--- src/rtl/fpsr_pkg.sv ---
package fpsr_pkg;
   // positions of the stored condition flags
   localparam int unsigned FLAG_W   = 4;
   localparam int unsigned FLAG_NEG = 3;
   localparam int unsigned FLAG_ZER = 2;
   localparam int unsigned FLAG_INF = 1;
   localparam int unsigned FLAG_NAN = 0;

   // one-hot relation vector, bit order matches the predicate mask
   typedef struct packed {
      logic unord;
      logic gt;
      logic lt;
      logic eq;
   } rel_t;

   localparam int unsigned REL_W = $bits(rel_t);
endpackage

--- src/rtl/fpsr_rel_decode.sv ---
module fpsr_rel_decode
   import fpsr_pkg::*;
(
   input  logic neg,
   input  logic zer,
   input  logic nan,
   output rel_t rel
);
   always_comb begin
      rel.unord = nan;
      rel.eq    = zer & ~nan;
      rel.lt    = neg & ~zer & ~nan;
      rel.gt    = ~neg & ~zer & ~nan;
   end
endmodule

--- src/rtl/fpsr_pred_eval.sv ---
module fpsr_pred_eval
   import fpsr_pkg::*;
#(
   parameter int unsigned SEL_W = 5
) (
   input  logic [SEL_W-1:0] sel,
   input  rel_t             rel,
   input  logic             test,
   output logic             hit,
   output logic             bsun
);
   localparam int unsigned SIG_BIT = SEL_W - 1;

   logic [REL_W-1:0] mask;
   assign mask = sel[REL_W-1:0];
   assign hit  = |(mask & rel);
   assign bsun = test & sel[SIG_BIT] & rel.unord;
endmodule

--- src/rtl/fpsr_exc_track.sv ---
module fpsr_exc_track #(
   parameter int unsigned EXC_W = 8
) (
   input  logic             clk,
   input  logic             rst_n,
   input  logic             upd,
   input  logic [EXC_W-1:0] op_exc,
   input  logic             test,
   input  logic             bsun,
   input  logic             clr,
   input  logic [EXC_W-1:0] enable,
   output logic [EXC_W-1:0] status,
   output logic [EXC_W-1:0] accrued,
   output logic             trap
);
   localparam int unsigned BSUN_POS = EXC_W - 1;

   logic [EXC_W-1:0] new_exc;
   logic [EXC_W-1:0] bsun_vec;

   always_comb begin
      bsun_vec           = '0;
      bsun_vec[BSUN_POS] = bsun;
      new_exc            = (upd ? op_exc : '0) | bsun_vec;
   end

   always_ff @(posedge clk) begin
      if (!rst_n) begin
         status  <= '0;
         accrued <= '0;
      end else begin
         if (upd | test) status <= new_exc;
         accrued <= (clr ? '0 : accrued) | new_exc;
      end
   end

   assign trap = |(status & enable);
endmodule

--- src/rtl/fpsr_status_unit.sv ---
module fpsr_status_unit
   import fpsr_pkg::*;
#(
   parameter int unsigned EXC_W    = 8,
   parameter int unsigned SEL_W    = 5,
   parameter bit          PRED_REG = 1'b1
) (
   input  logic              clk,
   input  logic              rst_n,
   input  logic              upd_valid,
   input  logic [3:0]        res_class,
   input  logic [EXC_W-1:0]  op_exc,
   input  logic [EXC_W-1:0]  exc_enable,
   input  logic              pred_eval,
   input  logic [SEL_W-1:0]  pred_sel,
   input  logic              clr_accrued,
   output logic [3:0]        cond_flags,
   output logic [EXC_W-1:0]  exc_status,
   output logic [EXC_W-1:0]  accrued,
   output logic              pred_true,
   output logic              trap_req
);
   generate
      if (SEL_W != REL_W + 1) begin : g_bad_sel
         $error("SEL_W must be one signalling bit plus the relation mask");
      end
      if (EXC_W < 2) begin : g_bad_exc
         $error("EXC_W too small to hold branch-on-unordered");
      end
   endgenerate

   logic [FLAG_W-1:0] flags_q;
   rel_t              rel;
   logic              hit;
   logic              bsun;

   always_ff @(posedge clk) begin
      if (!rst_n)         flags_q <= '0;
      else if (upd_valid) flags_q <= res_class;
   end

   fpsr_rel_decode u_rel (
      .neg (flags_q[FLAG_NEG]),
      .zer (flags_q[FLAG_ZER]),
      .nan (flags_q[FLAG_NAN]),
      .rel (rel)
   );

   fpsr_pred_eval #(.SEL_W(SEL_W)) u_pred (
      .sel  (pred_sel),
      .rel  (rel),
      .test (pred_eval),
      .hit  (hit),
      .bsun (bsun)
   );

   fpsr_exc_track #(.EXC_W(EXC_W)) u_exc (
      .clk     (clk),
      .rst_n   (rst_n),
      .upd     (upd_valid),
      .op_exc  (op_exc),
      .test    (pred_eval),
      .bsun    (bsun),
      .clr     (clr_accrued),
      .enable  (exc_enable),
      .status  (exc_status),
      .accrued (accrued),
      .trap    (trap_req)
   );

   generate
      if (PRED_REG) begin : g_pred_reg
         logic pred_q;
         always_ff @(posedge clk) begin
            if (!rst_n)         pred_q <= 1'b0;
            else if (pred_eval) pred_q <= hit;
         end
         assign pred_true = pred_q;
      end else begin : g_pred_comb
         assign pred_true = hit;
      end
   endgenerate

   assign cond_flags = flags_q;
endmodule

--- config.mk ---
export PLATFORM = sky130hd
export DESIGN_NAME = fpsr_status_unit
export DESIGN_NICKNAME = d
export VERILOG_FILES = /design/src/rtl/fpsr_pkg.sv /design/src/rtl/fpsr_rel_decode.sv /design/src/rtl/fpsr_pred_eval.sv /design/src/rtl/fpsr_exc_track.sv /design/src/rtl/fpsr_status_unit.sv
export SDC_FILE = /design/constraint.sdc
export NUM_CORES = 1
export LEC_CHECK = 0
export BUFFER_PORTS_ARGS = -buffer_cell sky130_fd_sc_hd__buf_2
export CAP_MARGIN = 25
export CORE_UTILIZATION = 45
export CTS_CLUSTER_SIZE = 16
export DETAILED_ROUTE_END_ITERATION = 10
export GPL_TIMING_DRIVEN = 0
export PLACE_DENSITY = 0.82
export SKIP_CTS_REPAIR_TIMING = 1
export SLEW_MARGIN = 0
export SYNTH_ARGS = -nofsm -noshare
export SYNTH_HDL_FRONTEND = slang
export SYNTH_HIERARCHICAL = 1
export SYNTH_SLANG_ARGS = --single-unit
--- constraint.sdc ---
create_clock -name clk -period 2.4 [get_ports clk]
set_clock_uncertainty 0.2 [all_clocks]
set_input_delay 0.24 -clock clk [delete_from_list [all_inputs] [get_ports clk]]
set_output_delay 0.24 -clock clk [all_outputs]
set_load 0.01 [all_outputs]
==> summary.txt <==
Yosys
  • Synthesis-stage register bit count: 21
  • Synth Instances: 88
  • Cell variety after synth: 22
  • Warnings from Yosys: 6
  • Post-synthesis sequential area ratio: 46.5%
  • Mapped Area: 903 sq um
  • Avg Inst Size Synth: 10.3 sq um
  • Post-synthesis net count: 118

Global route
  • Largest net degree at the start of global routing: 13
  • Grt ovf: 0
  • Met1 Resource Use GR: 23.5%
  • Met2 GRT Util: 39.4%
  • First-pass GRT wire length: 3220 um
  • GR Util met3: 4.62%
  • Vias in the first global route: 777
  • Initial antenna violation count: 0
  • GRT Resource Usage Total: 21.2%
  • Gr busiest metal: met2

Floorplan
  • Die Ht: 46.8 um
  • FP Rows: 15
  • Initial Util: 50.1%
  • Ports: 52
  • Die width: 46.8 um
  • Core area: 1800 sq um
  • DIE AREA: 2190 sq um

Place
  • Input/output buffers: 51
  • GPL Wtd Cong: 0.748
  • DP Wirelength: 1630 um
  • Placed inst area: 1190 sq um

Setup path
  • Worst Setup Start Kind: register
  • Required time worst endpoint: 1960 ps
  • Worst-path maximum fanout: 3
  • Critical Path AT: 1160 ps
  • Crit path kind: reg2out
  • Critical path capture point type: output port
  • FF-to-FF End: u_exc/status[7]
  • Worst R2R Setup Slack: 890 ps
  • Worst r2r path cells: 4
  • R2R Path Start: cond_flags[0]

Power and ir drop
  • P_leak: 0.601 nW
  • VDD IR-drop max: 0.393 mV
  • Power Density: 537 nW/um^2

Route
  • First-pass DRT Iterations: 4
  • Residual DRC: 0
  • WL/cell: 12.7 um
  • Remaining antenna violation count: 0
  • Final WL: 2180 um
  • Post-DR vias/cell: 4.96
  • Vias: 848
  • Initial drt markers: 2

Final layout
  • Synth-to-Final Area Change: 38.0%
  • FILL cells: 159
  • Fin area: 1250 sq um
  • Most common cell after layout, fill and taps aside: buf_2
  • # nets final: 177
  • Commonest non-fill, non-tap cells in the layout: buf_2, dfxtp_1, a21boi_0
  • Layout cell share with drive strength beyond 1: 44.5%
  • ANT cells: 0

STA
  • Worst rel slew slack: 75.6%
  • Fmax: 625 MHz
  • Crit path time final: 1600 ps
  • Max Slew Vio Count: 0
  • RSZ-0062 raised after global routing: false
  • Final-report hold violation count: 0
  • Final Setup Violations: 0
  • Setup TNS: 0 ps
  • Crit share post-route: 66.7%
  • Slew of the pin with the lowest slew margin: 366 ps

Worst hold path
  • HP Class: in2reg
  • Hold path depth: 3
  • Hold Path End: u_exc/status[1]
  • Hold Startpoint: op_exc[1]

Clocking
  • CTS H-tree lvls: 1
  • Clk_lat worst skew: 290 ps
  • Clock Sinks: 21
  • CTS buffer count: 3
  • Clock buffer depth: 2
  • Clk Tree Root Cell: clkbuf_4
  • TritonCTS clock tree: built
  • CTS clk-pin slew, worst paths: 110 ps

Flow run
  • Max-Cap Viols: 0

Status
  • Outcome: finished clean
-- registers in the layout (all words and copies together) (netlist names) --
| register | count |
|---|---|
| cond_flags | 4 |
| pred_true | 1 |
| u_exc/status | 8 |
| u_exc/accrued | 8 |
-- worst max-delay path by stage --
| stage | start | to | slack, ps | cells past startpoint |
|---|---|---|---|---|
| floorplan | cond_flags[0] | u_exc/status[7] | 930 | 4 |
| global placement | cond_flags[0] | u_exc/status[7] | 940 | 4 |
| detailed placement | cond_flags[0] | u_exc/status[7] | 910 | 4 |
| CTS | u_exc/status[0] | trap_req | 810 | 3 |
| global route | u_exc/status[0] | trap_req | 720 | 3 |
| finish | u_exc/status[0] | trap_req | 800 | 3 |
-- power by group --
group          leakage, nW  switching [W]  internal (W)  total, W
Sequential           0.173      0.0000126      0.000368  0.000381
Clock               0.0150       0.000101     0.0000645  0.000166
Combinational        0.413      0.0000558     0.0000670  0.000123
Total                0.601       0.000170      0.000500  0.000669
-- cell usage after synthesis, drive strengths merged --
master  number  share of area (%)
clkbuf       1               0.42
mux2i        5                5.5
or3b         7                6.8
a21boi      15                 12
or2b         1               0.83
a21oi        1               0.55
nor3b        1               0.83
and2b        1               0.97
and3         1               0.69
mux2         1                1.2
nand2        8                3.3
nand2b       8                5.5
nand4        1               0.69
a22oi        6                5.0
nor3         1               0.55
nor2b        5                3.5
o221a        1                1.2
buf          3                3.3
dfxtp       21                 47
-- per-stage QoR --
stage / hold slack, ps / worst slack, ps / std cells / total power [W] / utilization, %
2_1_floorplan: 168 / 934 / 88 / 0.000447 / -
3_3_place_gp: 263 / 936 / 164 / 0.000504 / 66.0
3_5_place_dp: 270 / 908 / 164 / 0.000508 / 66.0
4_1_cts: -0.939 / 809 / 168 / 0.000671 / 67.5
5_1_grt: -2.08 / 719 / 171 / 0.000713 / 69.2
6_report: 5.20 / 799 / 171 / 0.000669 / 69.2
-- layout make-up --
cell class	count	area [sq um]	share of cell area, %
plain buffers	4	33.8	2.71
clock buffers	4	26.3	2.11
multi-input cells	63	449	36.0
flip-flops and latches	21	420	33.7
well taps	25	31.3	2.51
repair buffers	54	285	22.9
-- cells by family after synthesis --
| group | count (synthesis) | share of synthesized area, % |
|---|---|---|
| flip-flops | 21 | 46.5 |
| AO/OA/AOI/OAI | 23 | 19.3 |
| AND/OR/NAND/NOR | 34 | 23.7 |
| buffers and inverters | 4 | 3.74 |
| multiplexers | 6 | 6.79 |
-- metal layers --
metal / up-vias / part of all wire [%]
li1: 429 / -
met1: 398 / 42
met2: 19 / 54
met3: 2 / 3.1
met4: 0 / 0.55
met5: - / 0
-- critical path: stages, from the launching register on --
cell and delay (ps):
dfxtp_1 340, a22oi_1 260, nand4_1 120, buf_2 150
No activity file was read; power rests on OpenSTA's default activity.
